$ cat src/rtl/irq_eval_pkg.sv
package irq_eval_pkg;

    localparam int SUM_W   = 32;
    localparam int LVL_W   = 5;
    localparam int SW_LO   = 4;
    localparam int SW_HI   = 18;
    localparam int SW_BIAS = SW_LO - 1;
    localparam int EXT_LO  = 20;
    localparam int EXT_HI  = 30;

    typedef logic [SUM_W-1:0] sum_t;
    typedef logic [LVL_W-1:0] lvl_t;

    typedef struct packed {
        logic found;
        lvl_t lvl;
        sum_t sum;
    } scan_t;

    typedef struct packed {
        logic take;
        lvl_t lvl;
        sum_t sum;
    } verdict_t;

    function automatic sum_t window_mask(input int lo, input int hi);
        sum_t m;
        m = '0;
        for (int i = 0; i < SUM_W; i++) begin
            if (i >= lo && i <= hi) m[i] = 1'b1;
        end
        return m;
    endfunction

    function automatic logic lvl_beats(input lvl_t lvl, input lvl_t ipl);
        return (lvl != '0) && (lvl > ipl);
    endfunction

endpackage

$ cat src/rtl/irq_req_scan.sv
module irq_req_scan
    import irq_eval_pkg::*;
#(
    parameter int LO   = 4,
    parameter int HI   = 18,
    parameter int BIAS = 3
) (
    input  sum_t  req_i,
    output scan_t res_o
);
    localparam sum_t WIN = window_mask(LO, HI);

    sum_t kept;

    genvar g;
    generate
        for (g = 0; g < SUM_W; g++) begin : g_keep
            assign kept[g] = req_i[g] & WIN[g];
        end
    endgenerate

    always_comb begin
        res_o = '0;
        res_o.sum = kept;
        for (int i = LO; i <= HI; i++) begin
            if (kept[i]) begin
                res_o.found = 1'b1;
                res_o.lvl   = lvl_t'(i - BIAS);
            end
        end
    end
endmodule

$ cat src/rtl/irq_lvl_merge.sv
module irq_lvl_merge
    import irq_eval_pkg::*;
(
    input  scan_t    sw_i,
    input  scan_t    ext_i,
    input  lvl_t     ipl_i,
    output verdict_t vd_o
);
    always_comb begin
        vd_o.sum  = sw_i.sum | ext_i.sum;
        vd_o.lvl  = ext_i.found ? ext_i.lvl : sw_i.lvl;
        vd_o.take = lvl_beats(vd_o.lvl, ipl_i);
    end
endmodule

$ cat src/rtl/irq_take_ctl.sv
module irq_take_ctl
    import irq_eval_pkg::*;
(
    input  logic     clk,
    input  logic     rst,
    input  verdict_t vd_i,
    input  logic     hret_i,
    output logic     pend_o,
    output logic     take_o,
    output sum_t     sum_o,
    output lvl_t     lvl_o
);
    logic pend_q;

    always_ff @(posedge clk) begin
        if (rst) begin
            pend_q <= 1'b1;
            take_o <= 1'b0;
            sum_o  <= '0;
            lvl_o  <= '0;
        end else begin
            take_o <= 1'b0;
            if (pend_q && vd_i.take) begin
                take_o <= 1'b1;
                sum_o  <= vd_i.sum;
                lvl_o  <= vd_i.lvl;
            end
            pend_q <= hret_i;
        end
    end

    assign pend_o = pend_q;
endmodule

$ cat src/rtl/irq_level_eval.sv
module irq_level_eval
    import irq_eval_pkg::*;
(
    input  logic             clk,
    input  logic             rst,
    input  logic [31:0]      sw_req_i,
    input  logic [31:0]      ext_req_i,
    input  logic [4:0]       cur_ipl_i,
    input  logic             hret_i,
    output logic             take_o,
    output logic [31:0]      summary_o,
    output logic [4:0]       int_id_o
);
    scan_t    sw_scan;
    scan_t    ext_scan;
    verdict_t verdict;
    logic     chk_pend;

    irq_req_scan #(.LO(SW_LO), .HI(SW_HI), .BIAS(SW_BIAS)) u_sw_scan (
        .req_i (sw_req_i),
        .res_o (sw_scan)
    );

    irq_req_scan #(.LO(EXT_LO), .HI(EXT_HI), .BIAS(0)) u_ext_scan (
        .req_i (ext_req_i),
        .res_o (ext_scan)
    );

    irq_lvl_merge u_merge (
        .sw_i  (sw_scan),
        .ext_i (ext_scan),
        .ipl_i (cur_ipl_i),
        .vd_o  (verdict)
    );

    irq_take_ctl u_ctl (
        .clk    (clk),
        .rst    (rst),
        .vd_i   (verdict),
        .hret_i (hret_i),
        .pend_o (chk_pend),
        .take_o (take_o),
        .sum_o  (summary_o),
        .lvl_o  (int_id_o)
    );
endmodule

$ cat config.mk
export PLATFORM = sky130hd
export DESIGN_NAME = irq_level_eval
export DESIGN_NICKNAME = d
export VERILOG_FILES = /design/src/rtl/irq_eval_pkg.sv /design/src/rtl/irq_req_scan.sv /design/src/rtl/irq_lvl_merge.sv /design/src/rtl/irq_take_ctl.sv /design/src/rtl/irq_level_eval.sv
export SDC_FILE = /design/constraint.sdc
export NUM_CORES = 1
export LEC_CHECK = 0
export BUFFER_PORTS_ARGS = -buffer_cell sky130_fd_sc_hd__buf_2
export CORE_MARGIN = 3
export CORE_UTILIZATION = 50
export DETAILED_ROUTE_END_ITERATION = 12
export MAX_ROUTING_LAYER = met4
export PLACE_DENSITY = 0.79
export SYNTH_ARGS = -nofsm -noshare
export SYNTH_HDL_FRONTEND = slang
export SYNTH_HIERARCHICAL = 1
export SYNTH_SLANG_ARGS = --single-unit
$ cat constraint.sdc
create_clock -name clk -period 3.8 [get_ports clk]
set_input_delay 0 -clock clk [delete_from_list [all_inputs] [get_ports clk]]
set_output_delay 0 -clock clk [all_outputs]
set_load 0.01 [all_outputs]
Yosys cells after proc, flatten, opt, wreduce, memory -nomap -nowiden:

Index checks and enable logic that the tools add are counted.

* $lt $le $gt $ge: 1
* muxes and demuxes: 28
* bitwise operators: 1
* reduce and logical (&&, ||, !) cells: 3

Operators by type and width (count)
* two-way mux 5 bit: 15
* two-way mux 6 bit: 11
* OR 19 x 31 -> 31 bit: 1
* greater-than comparator 5 bit: 1
* nonzero test 5 bit: 1
* logical AND 1 bit: 2
* two-way mux 1 bit: 2

* register bits: 39
* input bits: 72
* output and inout bits: 38
* logic and storage cells: 37

Logic depth before layout (Yosys ltp):

Gate-level depths: netlist (run 1).

* depth in word-level cells: 20
* gate-level depth with buffers: 13
* mapped depth without buffers: 10

Hierarchy:

Netlist (run 1), hierarchy kept.

Modules (own cells, without submodules)
* irq_take_ctl: instances 1, cells an instance 173, area an instance 1710.4 um^2, sequential area each 780.7 um^2
* irq_req_scan (u_sw_scan): instances 1, cells an instance 61, area an instance 410.4 um^2, sequential area each 0.0 um^2
* irq_lvl_merge: instances 1, cells an instance 56, area an instance 399.1 um^2, sequential area each 0.0 um^2
* irq_req_scan (u_ext_scan): instances 1, cells an instance 52, area an instance 367.9 um^2, sequential area each 0.0 um^2

Worst setup path before layout (run 1):

OpenSTA, ideal clock, no wires.

* path kind: in2reg
* from: in ext_req_i[24]
* to: reg u_ctl.sum_o[17]
* library setup time: 0.066 ns
* arrival: 3.105 ns
* required time: 3.734 ns
* slack: 0.629 ns
* stages on the path: 13
* buffers on the path: 3
* cells stage by stage: or4_1 -> or4_4 -> nand2b_4 -> buf_4 -> mux2_2 -> ha_1 -> nand4_1 -> o221a_2 -> a211oi_1 -> buf_6 -> buf_2 -> nand3_1 -> a21oi_2

RTL lines
* start: declaration: RTL line irq_level_eval.sv:7 `input logic [31:0] ext_req_i,`
* end signal: assignment: RTL line irq_take_ctl.sv:25 `sum_o <= vd_i.sum;`
* end: declaration: RTL line irq_take_ctl.sv:10 `output sum_t sum_o,`

==> results of run 1 <==
[per-stage QoR]
step	area, um^2	std cells	setup slack [ps]	total power, mW	utilization
6_report	2970	444	645	1.01	0.556
3_3_place_gp	2870	435	427	0.730	0.539
4_1_cts	2970	444	659	1.02	0.556
5_1_grt	2970	444	457	1.07	0.556
2_1_floorplan	3020	377	629	0.700	-
3_5_place_dp	2870	435	350	0.738	0.539
[final cells by class]
type | instances | area share
Multi-Input combinational cell | 243 | 0.533
Inverter | 9 | 0.0114
Clock buffer | 7 | 0.0257
Tap cell | 70 | 0.0295
Timing Repair Buffer | 75 | 0.135
Clock inverter | 1 | 0.00169
Sequential cell | 39 | 0.264
[layout by cell type (no fill, tap or decap), types with 2 or more instances in the layout]
cell and n:
a21bo_1 27, a21bo_2 10, a21oi_1 29, a21oi_2 10, buf_2 71, buf_4 2, clkbuf_1 2, clkbuf_8 5
conb_1 39, dfxtp_1 38, ha_1 5, inv_1 9, mux2_2 3, nand2_1 4, nand2b_1 4, nand3_1 37
nor2_1 14, nor3_1 2, nor4_1 4, o21ai_0 2, or2_1 18, or2_2 15
[worst reg2reg max path, cell delays in order, from the launching register on]
cell     delay, ps
dfxtp_2        700
buf_4          500
a21bo_1        190
a21oi_1         70
[sequential cells by signal (all words and copies together), names as in the netlist]
name,flops
u_ctl/lvl_o,5
u_ctl/take_o,1
u_ctl/pend_o,1
u_ctl/sum_o,32
[where the power goes]
group	switching (mW)	internal [mW]	leakage, nW
logic	0.139	0.123	1.07
clock network	0.146	0.129	0.0422
registers	0.0213	0.448	0.324
[layer usage]
| metal | track usage | part of all wire |
|---|---|---|
| met5 | - | 0 |
| met4 | 0.0532 | 0.012 |
| met3 | 0.0307 | 0.052 |
| met2 | 0.288 | 0.47 |
| met1 | 0.244 | 0.46 |
[worst min-delay path by stage]
stage                                    to  depth (start not counted)
3_3_place_gp        u_ctl/pend_o$_SDFF_PP1_                          2
6_report       u_ctl/sum_o[20]$_SDFFE_PP0P_                          4
2_1_floorplan       u_ctl/pend_o$_SDFF_PP1_                          1
4_1_cts        u_ctl/sum_o[20]$_SDFFE_PP0P_                          4
3_5_place_dp        u_ctl/pend_o$_SDFF_PP1_                          2
5_1_grt        u_ctl/sum_o[21]$_SDFFE_PP0P_                          4
==> impl_results.md, run 1 <==
* Status: finished clean
* Post_cts resized at 0
* Via count at 2189
* Reg2reg setup slack at 2180 ps
* WP data required at 3930 ps
* RSZ-0062 raised after global routing: false
* Fin. max-slew vios at 0
* Maximum VDD drop at 0.176 mV
* Worst Path Max Fanout at 34
* Clk sink count at 39
* GPL Wtd Cong at 0.768
* Synthesized cell area at 2880 um^2
* Pin count of the biggest net entering global routing at 44
* Post-detailed-route count of antenna-violating nets at 0
* Synthesized area per cell at 8.46 um^2
* Power Density at 339 nW/um^2
* Reg area at 782 um^2
* Fin Setup TNS at 0 ps
* Clock tree root buffer cell: clkbuf_8
* Tightest Pin Transition at 811 ps
* P&R area growth vs syn at 3.09%
* Top Family by Delay on Critical Path: simple AND/OR/NAND/NOR gates
* First-pass GRT wire length at 9430 um
* Post-layout nets at 450
* Port Buffer Count at 71
* TritonRoute pass-1 iters at 4
* Mean routed wirelength per cell at 12.7 um
* CTS Buf Count at 5
* Leakage at 1.44 nW
* CP endpoint kind: register
* Slowest cell on crit path: or4_1
* Worst hold path class: in2reg
* WP buf/inv at 2
* Post-Syn Instances at 340
* DRT iter0 DRCs at 132
* Part of the cycle the worst path needs at 0.830
* Die Wd at 81.9 um
* Initial core utilization at 0.539
* R2r worst-path depth at 3
* Initial antenna violation count at 0
* Worst rel slew slack at 0.459
* Levels on crit path at 12
* I/O pins at 110
* Max Cap Viol at 0
* Share of cells above drive strength 1 at 0.340
* H-tree levels at 2
* DRC at 0
* Crit Path Category: in2reg
* CTS Hold Bufs at 1
* Clock transition at the registers of the reported paths at 80 ps
* Gr usage total at 0.184
* Row count at 26
* Ys Warns at 6
* Final number of setup-violating endpoints at 0
* CP Data Arrival Time at 3280 ps
* CP endpoint: u_ctl/sum_o[12]$_SDFFE_PP0P_
* Fmax at 317 MHz
* Vias in the first global route at 2039
* CORE AREA at 5340 um^2
* Min Tclk post-route at 3160 ps
* Launch point of the worst path: ext_req_i[24]
* Clock buffer depth at 2
* Crit-path cells: buf_2, or4_1, or4_4, nand2b_4, mux2_2, ha_1, nand4_1, o221a_2, a211oi_4, buf_4, a21bo_1, a21oi_1
* Die height at 81.9 um
* Worst-Skew Late Latency at 290 ps
* Fillers at 516
* CP Launch Type: input port
* DP HPWL at 4090 um
* R2r endpoint: u_ctl/sum_o[12]$_SDFFE_PP0P_
* Setup bufs post-CTS at 0
* DRT Wirelength at 5640 um
* Worst Hold Launch: ext_req_i[20]
* Die area at 6700 um^2
* Gr ovfl total at 0
* Antenna cells at 0
* Multi-input gate area in the final layout at 1580 um^2
* Via density at 4.93
* Reg-to-reg startpoint: u_ctl/pend_o$_SDFF_PP1_
* Clk_skew at 9.80 ps
* Number of hold violations in the final report at 0
* Slowest stage delay, CP at 540 ps
* CTS tree: built
* Hold slack at 95.7 ps
Note: power is estimated with default switching activity, not from simulation.
==> inputs of run 2 (changes only) <==
clock period = 3.2 ns   (was 3.8 ns; I/O delays follow)
==> run 2 against run 1 <==
Effect of this change: sequential cell count did not move; critical path depth did not move; via count rose by 2.8%.
==> impl_results.md, run 2 (same netlist as run 1, synthesis figures left out) <==
* Status: finished clean (unchanged)
* Hold slack at 98.0 ps (was 95.7 ps)
* Antenna cells at 0 (unchanged)
* WP data required at 3330 ps (was 3930 ps)
* First-pass GRT wire length at 9300 um (was 9430 um)
* Clock tree root buffer cell: clkbuf_8 (unchanged)
* GPL Wtd Cong at 0.799 (was 0.768)
* Post-detailed-route count of antenna-violating nets at 0 (unchanged)
* PnR worst setup slack at 201 ps (was 645 ps)
* DP HPWL at 4160 um (was 4090 um)
* Reg-to-reg startpoint: u_ctl/pend_o$_SDFF_PP1_ (unchanged)
* Number of hold violations in the final report at 0 (unchanged)
* Power Density at 404 nW/um^2 (was 339 nW/um^2)
* Pin count of the biggest net entering global routing at 76 (was 44)
* DRT Wirelength at 5700 um (was 5640 um)
* CTS Hold Bufs at 1 (unchanged)
* Post-route cell area at 3080 um^2 (was 2970 um^2)
* Via count at 2251 (was 2189)
* Final number of setup-violating endpoints at 0 (unchanged)
* Tightest Pin Transition at 822 ps (was 811 ps)
* Fmax at 333 MHz
* Leakage at 1.50 nW (was 1.44 nW)
* CP Data Arrival Time at 3130 ps (was 3280 ps)
* Multi-input gate area in the final layout at 1580 um^2 (unchanged)
* CTS Buf Count at 5 (unchanged)
* Largest register FFs at 32 (unchanged)
* Worst hold path class: in2reg (unchanged)
* Worst Hold Launch: sw_req_i[4] (was ext_req_i[20])
* TritonRoute pass-1 iters at 4 (unchanged)
* Share of cells above drive strength 1 at 0.361 (was 0.340)
* Reg2reg setup slack at 1830 ps (was 2180 ps)
* Placed cell area at 2970 um^2 (was 2870 um^2)
* Worst-Skew Late Latency at 280 ps (was 290 ps)
* CTS tree: built (unchanged)
* Registers with the most flip-flops: u_ctl/sum_o x32, u_ctl/lvl_o x5 (unchanged)
* Worst rel slew slack at 0.452 (was 0.459)
* Post-layout nets at 461 (was 450)
* Placed Cells incl. Taps at 446 (was 435)
* Launch point of the worst path: ext_req_i[24] (unchanged)
* Port Buffer Count at 71 (unchanged)
* P&R area growth vs syn at 7.05% (was 3.09%)
* DRT iter0 DRCs at 113 (was 132)
* Die area at 6700 um^2 (unchanged)
* Part of the cycle the worst path needs at 0.937
* Clock buffer depth at 2 (unchanged)
* Gr ovfl total at 0 (unchanged)
* Reg area at 782 um^2 (unchanged)
* Fin. max-slew vios at 0 (unchanged)
* Clk_skew at 2.96 ps (was 9.80 ps)
* Die Wd at 81.9 um (unchanged)
* Crit Path Category: in2reg (unchanged)
* Most frequent cells in the layout: buf_2 (71), conb_1 (39), dfxtp_1 (38) (unchanged)
* Worst Path Max Fanout at 38 (was 34)
* Min Tclk post-route at 3000 ps
* Clk sink count at 39 (unchanged)
* Maximum VDD drop at 0.172 mV (was 0.176 mV)
* Fillers at 506 (was 516)
* Setup bufs post-CTS at 0 (unchanged)
* CP endpoint kind: register (unchanged)
* Max Cap Viol at 0 (unchanged)
* Gr usage total at 0.183 (was 0.184)
* Via density at 4.95 (was 4.93)
* I/O pins at 110 (unchanged)
* Row count at 26 (unchanged)
* Clock transition at the registers of the reported paths at 70 ps (was 80 ps)
* Final core utilization at 0.577 (was 0.556)
* Most common cell after layout, fill and taps aside: buf_2 (unchanged)
* Finished Layout Cells at 455 (was 444)
* DRC at 0 (unchanged)
* CP Launch Type: input port (unchanged)
* Post-Place Worst Slack at -106 ps (was 350 ps)
* CORE AREA at 5340 um^2 (unchanged)
* Initial core utilization at 0.539 (unchanged)
* H-tree levels at 2 (unchanged)
* RSZ-0062 raised after global routing: false (unchanged)
* Mean routed wirelength per cell at 12.5 um (was 12.7 um)
* Vias in the first global route at 2045 (was 2039)
* Initial antenna violation count at 0 (unchanged)
* Post_cts resized at 0 (unchanged)
* Most flops, register: u_ctl/sum_o (unchanged)
* Die height at 81.9 um (unchanged)
run 2: cell types whose count changed in the layout (fill, tap and decap cells not counted), sizes merged:
cell	before	now
clkbuf	7	8
clkinv	1	0
buf	74	85
run 2: stage by stage:
step / setup TNS (ps) / power [mW]
2_1_floorplan: 0 / 0.832
3_5_place_dp: -1860 / 0.890
5_1_grt: 0 / 1.33
3_3_place_gp: 0 / 0.880
6_report: 0 / 1.25
4_1_cts: 0 / 1.26
run 2: final cells by class:
type / instances / area share
multi-input cells: 243 / 0.513
flip-flops and latches: 39 / 0.254
repair buffers: 86 / 0.161
clock buffers: 8 / 0.0325
well taps: 70 / 0.0284
inverters: 9 / 0.0110
run 2: power by group:
part | internal [mW] | leakage (nW) | switching [mW]
registers | 0.532 | 0.324 | 0.0207
logic | 0.156 | 1.13 | 0.172
clock network | 0.197 | 0.0515 | 0.168
run 2: final timing paths:
kind | to | cells after the start
setup / recovery | u_ctl/sum_o[13]$_SDFFE_PP0P_ | 12
hold / removal | u_ctl/sum_o[4]$_SDFFE_PP0P_ | 4
hold reg to reg | u_ctl/sum_o[4]$_SDFFE_PP0P_ | 2
setup reg to reg | u_ctl/sum_o[5]$_SDFFE_PP0P_ | 3
run 2: routing by layer:
metal,GRT usage,wire length (um)
met1,0.230,2620
met2,0.299,2740
met3,0.0307,264
met4,0.0548,74
met5,-,0
run 2: worst max-delay path, cell delays in order:
cell      delay, ps
buf_2           100
or4_1           530
or4_4           430
nand2b_4        180
mux2_2          300
ha_1            320
nand4_1         120
o221a_2         310
a211oi_4        350
buf_12          240
a21bo_1         140
a21oi_1          70
==> inputs of run 3 (changes only) <==
PLACE_DENSITY = 0.81   (was 0.79)
==> run 3 against run 2 <==
Effect of this change: via count is 1.3% lower; sequential share of layout area increased by 0.22 points; clock power down 11%; first-iteration DRC count decreased by 8.8%; sequential power barely moved; die area did not move; largest power group unchanged; combinational power hardly changed; critical path type unchanged; critical path depth unchanged; sequential cell count stayed put; hold slack gained 8.7 ps; non-clock buffer count down 1; count of clock-buffer cells in the layout decreased by 1; largest cell class unchanged.
==> impl_results.md, run 3 (same netlist as run 1, synthesis figures left out) <==
* Largest register FFs at 32 (unchanged)
* DRC at 0 (unchanged)
* Worst hold path class: in2reg (unchanged)
* First-pass GRT wire length at 9370 um (was 9300 um)
* DRT Wirelength at 5600 um (was 5700 um)
* Via count at 2222 (was 2251)
* WP data required at 3330 ps (about the same)
* Vias in the first global route at 1982 (was 2045)
* Crit-path cells: buf_2, or4_1, or4_4, nand2b_4, mux2_4, ha_1, nand4_1, o221a_2, a211oi_4, buf_12, a21bo_2, a21oi_1 (was buf_2, or4_1, or4_4, nand2b_4, mux2_2, ha_1, nand4_1, o221a_2, a211oi_4, buf_12, a21bo_1, a21oi_1)
* Initial antenna violation count at 0 (unchanged)
* Initial core utilization at 0.539 (unchanged)
* Pin count of the biggest net entering global routing at 76 (unchanged)
* Die height at 81.9 um (unchanged)
* Gr usage total at 0.183 (about the same)
* Post-detailed-route count of antenna-violating nets at 0 (unchanged)
* CTS tree: built (unchanged)
* CP Data Arrival Time at 3100 ps (was 3130 ps)
* Slowest stage delay, CP at 540 ps (was 530 ps)
* Clk sink count at 39 (unchanged)
* TritonRoute pass-1 iters at 4 (unchanged)
* Mean routed wirelength per cell at 12.3 um (was 12.5 um)
* Row count at 26 (unchanged)
* CTS Buf Count at 5 (unchanged)
* Clock buffer depth at 2 (unchanged)
* H-tree levels at 2 (unchanged)
* CP endpoint kind: register (unchanged)
* DP HPWL at 4040 um (was 4160 um)
* Fin. max-slew vios at 0 (unchanged)
* Share of cells above drive strength 1 at 0.357 (was 0.361)
* Leakage at 1.49 nW (was 1.50 nW)
* Top Family by Delay on Critical Path: simple AND/OR/NAND/NOR gates (unchanged)
* Final number of setup-violating endpoints at 0 (unchanged)
* Min Tclk post-route at 2960 ps (was 3000 ps)
* Fin Setup TNS at 0 ps (unchanged)
* Clock tree root buffer cell: clkbuf_8 (unchanged)
* CORE AREA at 5340 um^2 (unchanged)
* Antenna cells at 0 (unchanged)
* Clk_skew at 9.40 ps (was 2.96 ps)
* Post_cts resized at 0 (unchanged)
* Total chip power at 1.20 mW (was 1.25 mW)
* Max Cap Viol at 0 (unchanged)
* Reg area at 782 um^2 (unchanged)
* Slowest cell on crit path: or4_1 (unchanged)
* Status: finished clean (unchanged)
* Die area at 6700 um^2 (unchanged)
* WP buf/inv at 2 (unchanged)
* Clock transition at the registers of the reported paths at 80 ps (was 70 ps)
* Die Wd at 81.9 um (unchanged)
* Most common cell after layout, fill and taps aside: buf_2 (unchanged)
* Post-Place Worst Slack at -82.0 ps (was -106 ps)
* Gr ovfl total at 0 (unchanged)
* Fillers at 501 (was 506)
* GPL Wtd Cong at 0.758 (was 0.799)
* Most frequent cells in the layout: buf_2 (71), conb_1 (39), dfxtp_1 (38) (unchanged)
* Most flops, register: u_ctl/sum_o (unchanged)
* P&R area growth vs syn at 6.13% (was 7.05%)
* Worst Path Max Fanout at 42 (was 38)
* Multi-input gate area in the final layout at 1580 um^2 (unchanged)
* Maximum VDD drop at 0.218 mV (was 0.172 mV)
* Crit Path Category: in2reg (unchanged)
* Fmax at 338 MHz (was 333 MHz)
* Worst rel slew slack at 0.448 (was 0.452)
* Number of hold violations in the final report at 0 (unchanged)
* CP Launch Type: input port (unchanged)
* Port Buffer Count at 71 (unchanged)
* Worst-Skew Late Latency at 290 ps (was 280 ps)
* Power Density at 394 nW/um^2 (was 404 nW/um^2)
* Via density at 4.89 (was 4.95)
* Part of the cycle the worst path needs at 0.926 (was 0.937)
* Hold slack at 107 ps (was 98.0 ps)
* I/O pins at 110 (unchanged)
* Post-layout nets at 460 (was 461)
* PnR worst setup slack at 237 ps (was 201 ps)
* RSZ-0062 raised after global routing: false (unchanged)
* DRT iter0 DRCs at 103 (was 113)
* Tightest Pin Transition at 827 ps (was 822 ps)
* Registers with the most flip-flops: u_ctl/sum_o x32, u_ctl/lvl_o x5 (unchanged)
==> run 3: cell types whose count changed in the layout (fill, tap and decap cells not counted) <==
cell      previous run  this run
buf_4               12        11
clkinv_2             0         1
clkbuf_8             7         5
clkbuf_1             1         2
==> run 3: worst reg2reg max path: cells and delay by family, from the launching register on <==
kind | cells | cell delay, ps
buffers and inverters | 1 | 570
AOI/OAI and AO/OA | 2 | 310
DFF | 1 | 320
==> run 3: stage by stage <==
| stage | std cells | util | instance area [um^2] |
|---|---|---|---|
| 2_1_floorplan | 377 | - | 3020 |
| 3_3_place_gp | 445 | 0.555 | 2960 |
| 3_5_place_dp | 445 | 0.555 | 2960 |
| 4_1_cts | 454 | 0.572 | 3050 |
| 5_1_grt | 454 | 0.572 | 3050 |
| 6_report | 454 | 0.572 | 3050 |
==> run 3: cell type report <==
| type | instances | area share |
|---|---|---|
| clock buffers | 7 | 0.0250 |
| clock inverters | 1 | 0.00164 |
| inverters | 9 | 0.0111 |
| multi-input cells | 243 | 0.518 |
| flip-flops and latches | 39 | 0.256 |
| well taps | 70 | 0.0287 |
| repair buffers | 85 | 0.160 |
==> run 3: worst paths after layout <==
path / start / end / slack, ps / cells past startpoint
worst min register to register: u_ctl/sum_o[4]$_SDFFE_PP0P_ / u_ctl/sum_o[4]$_SDFFE_PP0P_ / 570 / 2
worst max-delay path: ext_req_i[24] / u_ctl/sum_o[5]$_SDFFE_PP0P_ / 240 / 12
worst max register to register: u_ctl/pend_o$_SDFF_PP1_ / u_ctl/sum_o[5]$_SDFFE_PP0P_ / 1850 / 3
worst min-delay path: ext_req_i[20] / u_ctl/sum_o[20]$_SDFFE_PP0P_ / 110 / 4
==> run 3: what timing repair did <==
action                                 CTS  global route
buffers inserted                         0             0
endpoints found under the hold margin    1             0
hold buffers                             1             0
==> run 3: layer usage <==
layer | up-vias | GRT usage | share of wire
met2 | 60 | 0.290 | 0.48
li1 | 1146 | - | -
met3 | 7 | 0.0164 | 0.047
met4 | 0 | 0.0698 | 0.012
met1 | 1009 | 0.243 | 0.47
met5 | - | - | 0
==> run 3: power breakdown <==
group	switching, mW	internal, mW
logic	0.170	0.155
clock network	0.172	0.153
registers	0.0202	0.532
total	0.362	0.839
